--- src/rtl/fseq_pkg.sv ---
package fseq_pkg;
  localparam int XLEN = 32;
  localparam int REG_W = 5;

  typedef enum logic [1:0] {PH1 = 2'd0, PH2 = 2'd1, PH3 = 2'd2, PH4 = 2'd3} phase_t;

  localparam logic [6:0] OP_LUI    = 7'h37;
  localparam logic [6:0] OP_AUIPC  = 7'h17;
  localparam logic [6:0] OP_JAL    = 7'h6F;
  localparam logic [6:0] OP_JALR   = 7'h67;
  localparam logic [6:0] OP_BRANCH = 7'h63;
  localparam logic [6:0] OP_LOAD   = 7'h03;
  localparam logic [6:0] OP_STORE  = 7'h23;
  localparam logic [6:0] OP_IMM    = 7'h13;
  localparam logic [6:0] OP_REG    = 7'h33;
  localparam logic [6:0] OP_FENCE  = 7'h0F;
  localparam logic [6:0] OP_SYS    = 7'h73;

  function automatic logic op_legal(input logic [6:0] op);
    case (op)
      OP_LUI, OP_AUIPC, OP_JAL, OP_JALR, OP_BRANCH, OP_LOAD,
      OP_STORE, OP_IMM, OP_REG, OP_FENCE, OP_SYS: return 1'b1;
      default: return 1'b0;
    endcase
  endfunction

  function automatic logic op_uses_src1(input logic [6:0] op);
    case (op)
      OP_JALR, OP_BRANCH, OP_LOAD, OP_STORE, OP_IMM, OP_REG: return 1'b1;
      default: return 1'b0;
    endcase
  endfunction

  function automatic logic op_uses_src2(input logic [6:0] op);
    case (op)
      OP_BRANCH, OP_STORE, OP_REG: return 1'b1;
      default: return 1'b0;
    endcase
  endfunction

  function automatic logic op_writes_dst(input logic [6:0] op);
    case (op)
      OP_LUI, OP_AUIPC, OP_JAL, OP_JALR, OP_LOAD, OP_IMM, OP_REG: return 1'b1;
      default: return 1'b0;
    endcase
  endfunction

  function automatic logic op_is_mem(input logic [6:0] op);
    return (op == OP_LOAD) || (op == OP_STORE);
  endfunction
endpackage

--- src/rtl/fseq_phase_ctrl.sv ---
module fseq_phase_ctrl
  import fseq_pkg::*;
(
  input  logic            clk,
  input  logic            rst_n,
  input  logic            hold,
  input  logic            is_mem_i,
  input  logic            ls_done_i,
  input  logic            redir_take_i,
  input  logic [XLEN-1:0] redir_pc_i,
  output phase_t          phase_q,
  output logic [XLEN-1:0] pc_q,
  output logic            p4_seen_q,
  output logic            leave_p4_o
);
  assign leave_p4_o = (phase_q == PH4) && !hold && (p4_seen_q ? ls_done_i : !is_mem_i);

  always_ff @(posedge clk) begin
    if (!rst_n) begin
      phase_q   <= PH1;
      pc_q      <= '0;
      p4_seen_q <= 1'b0;
    end else if (!hold) begin
      case (phase_q)
        PH1: begin
          if (redir_take_i) begin
            pc_q <= redir_pc_i;
          end else begin
            pc_q    <= pc_q + 1'b1;
            phase_q <= PH2;
          end
        end
        PH2: begin
          pc_q    <= pc_q + 1'b1;
          phase_q <= PH3;
        end
        PH3: begin
          pc_q    <= pc_q + 1'b1;
          phase_q <= PH4;
        end
        default: begin
          if (!p4_seen_q) begin
            pc_q <= pc_q + 1'b1;
            if (is_mem_i) p4_seen_q <= 1'b1;
            else          phase_q   <= PH1;
          end else if (ls_done_i) begin
            p4_seen_q <= 1'b0;
            phase_q   <= PH1;
          end
        end
      endcase
    end
  end

  assert_phase_step_R3: assert property (@(posedge clk) disable iff (!rst_n)
    (!hold && phase_q == PH2) |=> (phase_q == PH3 && pc_q == $past(pc_q) + 1));

  assert_hold_freeze_R10: assert property (@(posedge clk) disable iff (!rst_n)
    hold |=> ($stable(pc_q) && $stable(phase_q)));

  assert_redirect_R8: assert property (@(posedge clk) disable iff (!rst_n)
    redir_take_i |=> (phase_q == PH1 && pc_q == $past(redir_pc_i)));

  assert_ls_park_R9: assert property (@(posedge clk) disable iff (!rst_n)
    (phase_q == PH4 && p4_seen_q && !ls_done_i) |=> (phase_q == PH4 && $stable(pc_q)));
endmodule

--- src/rtl/fseq_byte_asm.sv ---
module fseq_byte_asm
  import fseq_pkg::*;
(
  input  logic            clk,
  input  logic            rst_n,
  input  logic            hold,
  input  phase_t          phase_i,
  input  logic            p4_seen_i,
  input  logic            leave_p4_i,
  input  logic            exec_fire_i,
  input  logic [XLEN-1:0] pc_i,
  input  logic [7:0]      rdata_i,
  output logic [23:0]     low_o,
  output logic [XLEN-1:0] instr_o,
  output logic [XLEN-1:0] ipc_o,
  output logic            ex_pend_o
);
  localparam int LOW_BYTES = 3;

  logic [7:0]      top_byte_q;
  logic [7:0]      top_byte_now;
  logic [XLEN-1:0] start_pc_q;

  for (genvar k = 0; k < LOW_BYTES; k++) begin : g_low
    always_ff @(posedge clk) begin
      if (!rst_n)                                 low_o[8*k +: 8] <= '0;
      else if (!hold && phase_i == phase_t'(k))   low_o[8*k +: 8] <= rdata_i;
    end
  end

  assign top_byte_now = p4_seen_i ? top_byte_q : rdata_i;

  always_ff @(posedge clk) begin
    if (!rst_n) begin
      top_byte_q <= '0;
      start_pc_q <= '0;
      instr_o    <= '0;
      ipc_o      <= '0;
      ex_pend_o  <= 1'b0;
    end else if (!hold) begin
      if (phase_i == PH4 && !p4_seen_i) top_byte_q <= rdata_i;
      if (phase_i == PH1) start_pc_q <= pc_i;
      if (leave_p4_i) begin
        instr_o   <= {top_byte_now, low_o};
        ipc_o     <= start_pc_q;
        ex_pend_o <= 1'b1;
      end else if (exec_fire_i) begin
        ex_pend_o <= 1'b0;
      end
    end
  end

  assert_pend_lands_p1_R6: assert property (@(posedge clk) disable iff (!rst_n)
    leave_p4_i |=> (ex_pend_o && phase_i == PH1));

  assert_pend_kept_R10: assert property (@(posedge clk) disable iff (!rst_n)
    hold |=> $stable(ex_pend_o));
endmodule

--- src/rtl/fseq_rf_sched.sv ---
module fseq_rf_sched
  import fseq_pkg::*;
(
  input  logic             clk,
  input  logic             rst_n,
  input  logic             hold,
  input  phase_t           phase_i,
  input  logic             p4_seen_i,
  input  logic [23:0]      low_i,
  input  logic [7:0]       rdata_i,
  input  logic             leave_p4_i,
  input  logic             exec_fire_i,
  output logic [REG_W-1:0] dec_rd_o,
  output logic             dec_legal_o,
  output logic             rd_en_o,
  output logic [REG_W-1:0] rd_addr_o,
  output logic             we_o,
  output logic [REG_W-1:0] wr_addr_o
);
  logic [6:0] op;
  logic       wr_flag_q;
  logic       wb_pend_q;

  assign op          = low_i[6:0];
  assign dec_rd_o    = {rdata_i[3:0], low_i[7]};
  assign dec_legal_o = op_legal(op);

  always_comb begin
    rd_addr_o = '0;
    rd_en_o   = 1'b0;
    case (phase_i)
      PH3: begin
        rd_addr_o = {rdata_i[3:0], low_i[15]};
        rd_en_o   = !hold && op_uses_src1(op) && (rd_addr_o != '0);
      end
      PH4: begin
        rd_addr_o = {rdata_i[0], low_i[23:20]};
        rd_en_o   = !hold && !p4_seen_i && op_uses_src2(op) && (rd_addr_o != '0);
      end
      default: ;
    endcase
  end

  always_ff @(posedge clk) begin
    if (!rst_n) begin
      wr_flag_q <= 1'b0;
      wr_addr_o <= '0;
      wb_pend_q <= 1'b0;
    end else if (!hold) begin
      if (leave_p4_i) begin
        wr_flag_q <= op_legal(op) && op_writes_dst(op);
        wr_addr_o <= {low_i[11:8], low_i[7]};
      end
      wb_pend_q <= exec_fire_i && wr_flag_q && (wr_addr_o != '0);
    end
  end

  assign we_o = wb_pend_q && !hold;

  assert_wb_not_x0_R7: assert property (@(posedge clk) disable iff (!rst_n)
    we_o |-> (wr_addr_o != '0));

  assert_read_phase_R5: assert property (@(posedge clk) disable iff (!rst_n)
    rd_en_o |-> (phase_i == PH3 || phase_i == PH4));

  assert_write_phase_R7: assert property (@(posedge clk) disable iff (!rst_n)
    we_o |-> (phase_i == PH1 || phase_i == PH2));
endmodule

--- src/rtl/byte_fetch_seq.sv ---
module byte_fetch_seq
  import fseq_pkg::*;
#(
  parameter int ADDR_W = 16
) (
  input  logic              clk,
  input  logic              rst_n,
  input  logic              hold,
  output logic [ADDR_W-1:0] mem_addr,
  input  logic [7:0]        mem_rdata,
  output logic [1:0]        phase_o,
  output logic [4:0]        dec_rd_o,
  output logic              dec_legal_o,
  output logic              rf_rd_en_o,
  output logic [4:0]        rf_rd_addr_o,
  output logic              rf_we_o,
  output logic [4:0]        rf_wr_addr_o,
  output logic              exec_valid_o,
  output logic [31:0]       exec_instr_o,
  output logic [31:0]       exec_pc_o,
  input  logic              redirect_i,
  input  logic [31:0]       redirect_pc_i,
  output logic              ls_active_o,
  input  logic              ls_done_i
);
  phase_t          phase;
  logic [XLEN-1:0] pc;
  logic            p4_seen;
  logic            leave_p4;
  logic            ex_pend;
  logic            exec_fire;
  logic [23:0]     low_bytes;
  logic            is_mem;

  assign is_mem       = op_is_mem(low_bytes[6:0]);
  assign exec_fire    = ex_pend && (phase == PH1) && !hold;
  assign exec_valid_o = exec_fire;
  assign mem_addr     = pc[ADDR_W-1:0];
  assign phase_o      = phase;
  assign ls_active_o  = (phase == PH4) && is_mem;

  fseq_phase_ctrl u_phase (
    .clk          (clk),
    .rst_n        (rst_n),
    .hold         (hold),
    .is_mem_i     (is_mem),
    .ls_done_i    (ls_done_i),
    .redir_take_i (exec_fire && redirect_i),
    .redir_pc_i   (redirect_pc_i),
    .phase_q      (phase),
    .pc_q         (pc),
    .p4_seen_q    (p4_seen),
    .leave_p4_o   (leave_p4)
  );

  fseq_byte_asm u_asm (
    .clk         (clk),
    .rst_n       (rst_n),
    .hold        (hold),
    .phase_i     (phase),
    .p4_seen_i   (p4_seen),
    .leave_p4_i  (leave_p4),
    .exec_fire_i (exec_fire),
    .pc_i        (pc),
    .rdata_i     (mem_rdata),
    .low_o       (low_bytes),
    .instr_o     (exec_instr_o),
    .ipc_o       (exec_pc_o),
    .ex_pend_o   (ex_pend)
  );

  fseq_rf_sched u_rf (
    .clk         (clk),
    .rst_n       (rst_n),
    .hold        (hold),
    .phase_i     (phase),
    .p4_seen_i   (p4_seen),
    .low_i       (low_bytes),
    .rdata_i     (mem_rdata),
    .leave_p4_i  (leave_p4),
    .exec_fire_i (exec_fire),
    .dec_rd_o    (dec_rd_o),
    .dec_legal_o (dec_legal_o),
    .rd_en_o     (rf_rd_en_o),
    .rd_addr_o   (rf_rd_addr_o),
    .we_o        (rf_we_o),
    .wr_addr_o   (rf_wr_addr_o)
  );

  assert_port_split_R7: assert property (@(posedge clk) disable iff (!rst_n)
    rf_we_o |-> !rf_rd_en_o);

  assert_wb_after_exec_R7: assert property (@(posedge clk) disable iff (!rst_n)
    rf_we_o |-> $past(exec_valid_o));

  assert_hold_masks_R10: assert property (@(posedge clk) disable iff (!rst_n)
    hold |-> !(exec_valid_o || rf_we_o || rf_rd_en_o));
endmodule

--- config.mk ---
export PLATFORM = sky130hd
export DESIGN_NAME = byte_fetch_seq
export DESIGN_NICKNAME = d
export VERILOG_FILES = /design/src/rtl/fseq_pkg.sv /design/src/rtl/fseq_phase_ctrl.sv /design/src/rtl/fseq_byte_asm.sv /design/src/rtl/fseq_rf_sched.sv /design/src/rtl/byte_fetch_seq.sv
export SDC_FILE = /design/constraint.sdc
export NUM_CORES = 1
export LEC_CHECK = 0
export BUFFER_PORTS_ARGS = -buffer_cell sky130_fd_sc_hd__buf_2
export CAP_MARGIN = 20
export CORE_MARGIN = 10
export CORE_UTILIZATION = 40
export DETAILED_ROUTE_END_ITERATION = 6
export PLACE_DENSITY = 0.71
export SKIP_CTS_REPAIR_TIMING = 1
export SLEW_MARGIN = 15
export SYNTH_ARGS = -nofsm -noshare
export SYNTH_HDL_FRONTEND = slang
export SYNTH_HIERARCHICAL = 1
export SYNTH_SLANG_ARGS = --single-unit
export TNS_END_PERCENT = 50
--- constraint.sdc ---
create_clock -name clk -period 1.9 [get_ports clk]
set_input_delay 0.19 -clock clk [delete_from_list [all_inputs] [get_ports clk]]
set_output_delay 0.19 -clock clk [all_outputs]
set_load 0.01 [all_outputs]
==> run metrics, run 1 <==
critical-path cell list=buf_6 -> nor4bb_2 -> o221ai_2 -> a21oi_1 -> buf_2; commonest non-fill, non-tap cell in the layout=nand2_1; final worst slack=-0.0694 ns; TritonRoute pass-1 iters=5; CP max FO=14; Final Slew Violations=0; Multi-input gate area=3940 µm²; Layout fillers=1750; clk sink count=171; slowest stage cell on the critical path=dfxtp_4; post-synthesis cell area=7610 µm²; worst slew pin tran=0.487 ns; Setup CP Type=flip-flop to output pin; Combinational Power Share=7.7%; vias in the first global route=7019; hold endpoint=u_phase/pc_q[1]; pin count of the biggest net entering global routing=49; IR drop worst, VDD=0.652 mV; # diodes=0; number of core rows=50; Max Freq=508 MHz; setup TNS=-0.0694 ns; port buffer count=146; FF-to-FF path depth=5; type of element capturing the critical path=output pin; die span in y=158 µm; DR vias=7472; dominant synthesized flop cell=dfxtp_1; grt ovf=0; Final #Nets=1168; Vias/cell=5.47; worst hold path stage count=3; placed wire-length estimate=17300 µm; fin crit period=1.97 ns; clock buffer count from CTS=17; Core Util, Final=53.0%; pwr/cell area=793 nW/µm²; share of layout cells above drive strength 1=29.5%; Routed WL=24400 µm; WP data arrival=1.78 ns; failing checks=setup timing; GR Util All Layers=19.0%; Final ANT Viol Nets=0; CTS Root Cell=clkbuf_16; Leakage=4.10 nW; final worst clock skew=0.00968 ns; Die Area=24900 µm²; Clock Path Buffers=2; synthesized instance count=932; synthesis-to-finish area growth=30.4%; most frequent cells in the layout=199 x nand2_1, 150 x dfxtp_1, 145 x buf_2; initial antenna violation count=1; sequential share of power=46.7%; CTS H-tree depth=4; peak per-stage delay on the critical path=0.38 ns; Synth Net Count=981; NetSw=1.86 mW; wire per inst=17.8 µm; CP Buf/Inv Count=2; share of flip-flops with an asynchronous set or reset=0%; switching fraction of total power=23.6%; Worst Path Required=1.71 ns; Starting Density=40.7%; Worst Hold Class=input pin to flip-flop; Syn Area/Cell=8.16 µm²; CTS tree=done; warnings from Yosys=6; status=finished, violations left; Final GP Congestion=0.946; r2r setup slk=0.01 ns; clk slew on worst S/H paths=0.07 ns; Top delay family on crit path=flip-flops; Synth Register Bits=171; MaxCap Viol Count=0; Pint=6.00 mW; DRC=0; RR Startpoint=u_phase/pc_q[21]; unique cell type count in the Yosys netlist=66; number of synthesized flops with an enable pin=0; Die X=158 µm; RR Endpoint=u_phase/pc_q[29]; CP Launch Type=flip-flop; crit share post-route=104%; register area share after synthesis=45.0%; Clock Latency Late Sink=0.43 ns; global-route wire length before repair=38000 µm; Place WS=-0.106 ns; Hold Worst Slack=0.0203 ns; # IOs=147; clock network power share=45.6%; Slew headroom=67.5%; power after layout=7.86 mW; RSZ-0062 raised after global routing=true; Final Setup Violations=1; min-delay src=redirect_pc_i[1]; Final Hold Vio Count=0; Core Region=18700 µm²; violation count after the first detailed-route iteration=704; FF+latch area=3470 µm²
power groups by stage:
| stage | Clock (mW) | Sequential [mW] | Combinational (mW) |
|---|---|---|---|
| after CTS | 3.62 | 3.67 | 0.571 |
| after detailed placement | 0 | 3.75 | 0.566 |
| final | 3.58 | 3.67 | 0.606 |
| after global placement | 0 | 3.75 | 0.559 |
| after floorplan | 0 | 3.76 | 0.317 |
| after global routing | 3.79 | 3.68 | 0.662 |
sequential cells by signal, indices dropped and copies added, names as in the netlist, 2 cells and up:
register	cells
u_asm/low_o	24
u_phase/phase_q	2
u_asm/ipc_o	32
u_phase/pc_q	32
u_asm/start_pc_q	32
u_asm/instr_o	32
u_asm/top_byte_q	8
u_rf/wr_addr_o	5
cell type report:
| type | instances | area share [%] |
|---|---|---|
| clock buffers | 22 | 4.68 |
| clock inverters | 9 | 1.39 |
| inverters | 8 | 0.303 |
| multi-input cells | 676 | 39.7 |
| flip-flops and latches | 171 | 35.0 |
| well taps | 234 | 2.95 |
| repair buffers | 245 | 16.0 |
metal layers:
layer / vias up / global-route usage (%) / part of all wire [%]
met3: 43 / 4.88 / 7.7
met5: - / 0 / 0.053
met2: 291 / 27.5 / 43
met1: 3468 / 26.5 / 47
met4: 2 / 6.72 / 2.0
li1: 3668 / - / -
stage by stage:
step                      cells  cell area, µm²
after floorplan             932            7660
after global placement     1329            9090
after detailed placement   1329            9090
after CTS                  1360            9700
after global routing       1365            9920
final                      1365            9920
cell usage after synthesis, types with 3 or more instances:
library cell / n / area (µm²)
a31oi_1: 10 / 62.6
o21ai_0: 46 / 230
inv_1: 8 / 30.0
o21ai_1: 17 / 85.1
o31ai_1: 4 / 30.0
and2_1: 4 / 25.0
o211ai_1: 3 / 22.5
nor4_1: 8 / 50.1
or4_1: 4 / 30.0
a22oi_1: 5 / 37.5
nand4_1: 8 / 50.1
clkbuf_1: 35 / 131
o22ai_1: 12 / 75.1
nor2_1: 27 / 101
a21o_1: 3 / 22.5
or3b_1: 3 / 26.3
nor2b_1: 16 / 100
a311oi_1: 3 / 26.3
nand3_1: 112 / 561
dfxtp_1: 171 / 3420
nand2_1: 200 / 751
a21boi_1: 29 / 218
or3_1: 3 / 18.8
and3_1: 13 / 81.3
buf_4: 7 / 52.6
ha_1: 4 / 50.1
and4_1: 3 / 26.3
a21boi_0: 28 / 210
buf_1: 4 / 15.0
mux2i_1: 26 / 260
nor3_1: 9 / 45.0
a21oi_1: 34 / 170
a211oi_1: 4 / 30.0
buf_2: 24 / 120
buf_6: 5 / 56.3
tightest hold or removal path: stages:
cell and delay (ns):
buf_2 0.10, nand2_1 0.05, a311oi_1 0.07
cell families (layout without fill, tap and decap cells):
group	count (synthesis)	after routing	share of synthesized area [%]
adder cells (fa/ha/maj)	4	4	0.658
AO/OA/AOI/OAI	215	215	18.1
flip-flops	171	171	45.0
buffers and inverters	85	284	5.51
AND/OR/NAND/NOR	430	430	27.2
multiplexers	27	27	3.57
worst max path at each step:
stage | start | end | slack (ns) | depth (start not counted)
after floorplan | u_phase/phase_q[1] | u_phase/pc_q[4] | 0.002 | 8
after global placement | u_phase/phase_q[0] | u_phase/pc_q[28] | -0.03 | 8
after detailed placement | u_phase/phase_q[0] | u_phase/pc_q[28] | -0.11 | 8
after CTS | u_phase/phase_q[0] | u_phase/pc_q[26] | -0.11 | 8
after global routing | u_phase/phase_q[0] | rf_rd_en_o | -0.13 | 5
final | u_phase/phase_q[0] | rf_rd_en_o | -0.07 | 5
Power figures use the tool's default switching activity.
==> run 2, diff against run 1 <==
--- a/config.mk
+++ b/config.mk
@@ -5,11 +5,13 @@
 export SDC_FILE = /design/constraint.sdc
 export NUM_CORES = 1
 export LEC_CHECK = 0
-export BUFFER_PORTS_ARGS = -buffer_cell sky130_fd_sc_hd__buf_2
+export BUFFER_PORTS_ARGS = -buffer_cell sky130_fd_sc_hd__buf_4
 export CAP_MARGIN = 20
+export CORE_ASPECT_RATIO = 1.5
 export CORE_MARGIN = 10
 export CORE_UTILIZATION = 40
 export DETAILED_ROUTE_END_ITERATION = 6
+export MAX_ROUTING_LAYER = met4
 export PLACE_DENSITY = 0.71
 export SKIP_CTS_REPAIR_TIMING = 1
 export SLEW_MARGIN = 15
==> run metrics, run 2 (synthesized netlist as in run 1, its figures left out) <==
final worst slack=-0.0343 ns (+0.0351 ns); crit share post-route=102% (-1.8 points); global-route wire length before repair=37900 µm (-0.40%); Metal-1 WL=10000 µm (-12%); Core Region=18600 µm² (-0.44%); Max Freq=517 MHz (+1.8%); synthesis-to-finish area growth=39.9%; Clock Latency Late Sink=0.42 ns (about the same); power after layout=8.04 mW (+2.3%); Final Slew Violations=0 (unchanged); initial antenna violation count=0 (-1); Die X=133 µm (-16%); # IOs=147 (unchanged); GR Util All Layers=19.0% (about the same); Clock Path Buffers=2 (unchanged); type of element capturing the critical path=flip-flop; DRC=0 (unchanged); port buffer count=146 (unchanged); Hold Worst Slack=-0.00291 ns (-0.0232 ns); worst slew pin tran=0.493 ns (+0.00635 ns); fin crit period=1.93 ns (-0.0351 ns); Final GP Congestion=0.955 (+1.0%); FF+latch area=3480 µm² (+0.40%); most frequent cells in the layout=247 x buf_4, 200 x nand2_1, 141 x dfxtp_1; status=finished, violations left; Multi-input gate area=3950 µm² (+0.32%); die span in y=189 µm (+20%); number of core rows=61 (+22%); failing checks=hold timing, setup timing; clk sink count=171 (unchanged); violation count after the first detailed-route iteration=630 (-11%); CP max FO=8 (-6); share of layout cells above drive strength 1=31.8% (+2.2 points); Max Used Layer=met4; WP data arrival=2.29 ns (+0.51 ns); clock buffer count from CTS=17 (unchanged); slowest stage cell on the critical path=dfxtp_4; Worst Setup SP=u_phase/phase_q[0]; pin count of the biggest net entering global routing=45 (-8.2%); final worst clock skew=0.0159 ns (+0.00621 ns); MaxCap Viol Count=0 (unchanged); Routed WL=25200 µm (+3.3%); Worst Path Required=2.25 ns (+0.54 ns); RR Endpoint=u_phase/pc_q[22]; IR drop worst, VDD=0.526 mV (-19%); RR Startpoint=u_phase/phase_q[0]; grt ovf=0 (unchanged); TritonRoute pass-1 iters=5 (unchanged); Final ANT Viol Nets=0 (unchanged); peak per-stage delay on the critical path=0.41 ns (+0.03 ns); Worst Hold Class=input pin to flip-flop; Layout fillers=1779 (+1.7%); commonest non-fill, non-tap cell in the layout=buf_4; placed wire-length estimate=17800 µm (+3.0%); RSZ-0062 raised after global routing=true; CP Launch Type=flip-flop; DR vias=7595 (+1.6%); Final Setup Violations=1 (unchanged); CTS Root Cell=clkbuf_16; r2r setup slk=-0.03 ns (-0.04 ns); FF-to-FF path depth=8 (+3); critical-path cell list=inv_4 -> ha_4 -> nor2_2 -> a21o_1 -> buf_12 -> or3_1 -> mux2_4 -> a31oi_4; CTS tree=done; wire per inst=17.9 µm (+0.40%); Core Util, Final=57.1% (+4.1 points); WL met2=13300 µm (+26%); Setup CP Type=flip-flop to flip-flop; vias in the first global route=7085 (+0.94%); Final #Nets=1188 (+1.7%); termination of the worst setup path=u_phase/pc_q[22]; Final Hold Vio Count=1 (+1); # diodes=0 (unchanged); clk slew on worst S/H paths=0.08 ns (about the same); CTS H-tree depth=4 (unchanged); Leakage=4.31 nW (+5.1%); Vias/cell=5.41 (-1.2%); Starting Density=40.8% (+0.18 points); met3 WL=1160 µm (-38%); pwr/cell area=756 nW/µm² (-4.6%); Slew headroom=67.1% (-0.42 points); Die Area=25000 µm² (+0.46%)
## run 2: cell types whose count changed in the layout (fill, tap and decap cells not counted), sizes merged
cell,delta
clkinv,+2
clkinvlp,-1
inv,+3
buf,+16
clkbuf,+1
## run 2: worst max-delay path: cells and delay by family (launching register included)
kind                       cells  cell delay, ns
AOI/OAI and AO/OA              2            0.36
DFF                            1            0.41
muxes                          1            0.29
buffers and inverters          2            0.20
and+or+nand+nor                2            0.34
adders and majority gates      1            0.26
## run 2: where the power goes
group | switching, mW | total [mW] | leakage [nW] | internal [mW]
Clock | 1.53 | 3.67 | 0.306 | 2.14
Sequential | 0.0475 | 3.67 | 1.40 | 3.63
Combinational | 0.381 | 0.699 | 2.61 | 0.318
## run 2: per-layer routing
metal  up-vias  global-route usage [%]
li1       3707                       -
met1      3564                    20.9
met2       280                    33.3
met3        44                    3.31
met4         0                    7.22
met5         -                       -
## run 2: area by class of cell
class / instances / share of cell area (%)
flip-flops and latches: 171 / 32.7
multi-input cells: 676 / 37.1
repair buffers: 265 / 21.0
inverters: 8 / 0.306
clock buffers: 19 / 4.16
clock inverters: 13 / 1.71
well taps: 252 / 2.96
## run 2: how the worst min path moves through the flow
stage / slack, ns / end / cells after the start / start
floorplan: 0.31 / u_rf/wb_pend_q / 1 / rst_n
global placement: 0.43 / u_phase/pc_q[14] / 3 / redirect_pc_i[14]
detailed placement: 0.43 / u_phase/pc_q[14] / 3 / redirect_pc_i[14]
CTS: -0.01 / u_phase/pc_q[14] / 3 / redirect_pc_i[14]
global route: 0.009 / u_phase/pc_q[14] / 3 / redirect_pc_i[14]
finish: -0.003 / u_phase/pc_q[14] / 3 / redirect_pc_i[14]
## run 2: per-stage QoR
step	setup slack, ns	instance area (µm²)	TNS, ns	std cells
after CTS	-0.0795	10200	-0.280	1384
after global routing	-0.0959	10600	-0.348	1404
after floorplan	0.00236	7660	0	932
after detailed placement	-0.0731	9550	-0.0781	1352
final	-0.0343	10600	-0.0343	1404
after global placement	-0.000831	9550	-0.000831	1352
==> run 3, diff against run 2 <==
--- a/config.mk
+++ b/config.mk
@@ -5,6 +5,7 @@
 export SDC_FILE = /design/constraint.sdc
 export NUM_CORES = 1
 export LEC_CHECK = 0
+export ABC_AREA = 1
 export BUFFER_PORTS_ARGS = -buffer_cell sky130_fd_sc_hd__buf_4
 export CAP_MARGIN = 20
 export CORE_ASPECT_RATIO = 1.5
==> run metrics, run 3 <==
status=finished, violations left; failing checks=hold timing; Final Hold Vio Count=1 (unchanged); Die X=137 µm (+3.4%); type of element capturing the critical path=output pin; CTS H-tree depth=4 (unchanged); most common cell in the synthesized netlist=nor2_1; RR Endpoint=u_asm/instr_o[26]; Synth Register Bits=171 (unchanged); Starting Density=40.4% (-0.40 points); number of synthesized flops with an enable pin=0 (unchanged); Final ANT Viol Nets=0 (unchanged); Commonest cells post-synth=365 x nor2_1, 268 x nand2_1, 171 x dfxtp_1, 90 x o21ai_0, 82 x inv_1; Die Area=26800 µm² (+7.1%); Clock Path Buffers=2 (unchanged); placed wire-length estimate=17900 µm (+0.67%); CP max FO=4 (-4); Worst Path Required=1.71 ns (-0.54 ns); CTS tree=done; port buffer count=146 (unchanged); fin crit period=1.87 ns (-0.0619 ns); dominant synthesized flop cell=dfxtp_1; synthesized instance count=1258 (+35%); Place WS=0.103 ns (+0.177 ns); crit share post-route=98.5% (-3.3 points); clock buffer count from CTS=17 (unchanged); pin count of the biggest net entering global routing=49 (+8.9%); final worst slack=0.0276 ns (+0.0619 ns); post-synthesis cell area=8230 µm² (+8.2%); die span in y=196 µm (+3.6%); Setup CP Type=flip-flop to output pin; wire per inst=14.8 µm (-17%); violation count after the first detailed-route iteration=459 (-27%); initial antenna violation count=0 (unchanged); warnings from Yosys=6 (unchanged); Routed WL=25000 µm (-0.54%); register area share after synthesis=41.6% (-3.4 points); commonest non-fill, non-tap cell in the layout=nor2_1; synthesis-to-finish area growth=27.9%; RR Startpoint=u_asm/low_o[4]; Final Setup Violations=0 (-1); Syn Area/Cell=6.54 µm² (-20%); number of core rows=64 (+4.9%); unique cell type count in the Yosys netlist=36 (-45%); share of flip-flops with an asynchronous set or reset=0% (unchanged); Core Util, Final=51.7% (-5.4 points); clk slew on worst S/H paths=0.07 ns (about the same); Leakage=4.55 nW (+5.7%); largest cells by area after synthesis=dfxtp_1 42%, nor2_1 17%, nand2_1 12%; CP Launch Type=flip-flop; vias in the first global route=7859 (+11%); Slew headroom=61.0% (-6.2 points); Layout fillers=2091 (+18%); most frequent cells in the layout=361 x nor2_1, 266 x nand2_1, 181 x buf_4; r2r setup slk=0.15 ns (+0.18 ns); Max Freq=534 MHz (+3.3%); DRC=0 (unchanged); RSZ-0062 raised after global routing=true; # IOs=147 (unchanged); post-synth top area share=41.6% (-3.4 points); Vias/cell=4.93 (-8.9%); WP data arrival=1.68 ns (-0.61 ns); Core Region=20300 µm² (+9.2%); grt ovf=0 (unchanged); Final Slew Violations=0 (unchanged); Worst Hold Class=input pin to flip-flop; MaxCap Viol Count=0 (unchanged); Worst Setup SP=u_asm/low_o[3]; Final #Nets=1458 (+23%); worst slew pin tran=0.584 ns (+0.0904 ns); CTS Root Cell=clkbuf_16; Hold Worst Slack=-0.00405 ns (-0.00114 ns); Clock Latency Late Sink=0.43 ns (about the same); GR Util All Layers=18.4% (-0.61 points); DR vias=8306 (+9.4%); global-route wire length before repair=38800 µm (+2.4%); TritonRoute pass-1 iters=5 (unchanged); area leader, netlist=dfxtp_1; termination of the worst setup path=rf_rd_en_o; Synth Net Count=1307 (+33%); share of layout cells above drive strength 1=20.6% (-11 points); pwr/cell area=781 nW/µm² (+3.3%); # diodes=0 (unchanged); Final GP Congestion=0.908 (-5.0%); IR drop worst, VDD=0.584 mV (+11%); final worst clock skew=0.00922 ns (-0.00667 ns); clk sink count=171 (unchanged); FF-to-FF path depth=13 (+5)
run 3: critical path: stages, from the launching register on:
cell and delay, ns:
dfxtp_2 0.33, buf_6 0.12, inv_4 0.05, nand2_4 0.05
nor2_4 0.15, nand3_2 0.12, o21a_1 0.19, nor2_2 0.12
buf_6 0.11
run 3: final cells by class:
type                            instances  area [µm²]  share of cell area [%]
Multi-Input combinational cell        935        4210                    40.0
Sequential cell                       171        3440                    32.7
Timing Repair Buffer                  197        1630                    15.5
Clock buffer                           19         443                    4.21
Inverter                               87         332                    3.15
Tap cell                              264         330                    3.14
Clock inverter                         13         134                    1.27
run 3: cells by family after synthesis:
family | after synthesis | share of synthesized area [%]
buf+inv | 152 | 7.86
compound gates | 146 | 9.45
flops | 171 | 41.6
xor+xnor | 3 | 0.319
simple gates | 782 | 40.2
fa+ha+maj | 4 | 0.608
run 3: how the worst min path moves through the flow:
stage / depth (start not counted) / to / from / slack (ns)
2_1_floorplan: 1 / u_phase/pc_q[11] / rst_n / 0.31
3_3_place_gp: 3 / u_asm/low_o[13] / mem_rdata[5] / 0.43
3_5_place_dp: 3 / u_asm/low_o[13] / mem_rdata[5] / 0.44
4_1_cts: 3 / u_asm/low_o[13] / mem_rdata[5] / -0.02
5_1_grt: 3 / u_asm/low_o[12] / mem_rdata[4] / 0.0002
6_report: 3 / u_asm/low_o[13] / mem_rdata[5] / -0.004
run 3: metal layers:
layer	up-vias	wire, µm	GRT usage (%)
li1	4255	-	-
met1	3765	9730	19.5
met2	243	13200	32.3
met3	43	1430	3.49
met4	0	703	7.56
met5	-	0	-
run 3: power by group:
group	switching (mW)	internal, mW	total, mW
Clock	1.54	1.87	3.41
Combinational	0.583	0.407	0.990
Sequential	0.0869	3.73	3.82
run 3: through the flow:
step	std cells	instance area [µm²]	TNS, ns	power, mW
after global placement	1643	9700	0	4.81
after detailed placement	1643	9700	0	4.82
after floorplan	1258	8230	0	4.46
final	1686	10500	0	8.21
after CTS	1675	10300	-0.274	8.23
after global routing	1686	10500	-0.103	8.56
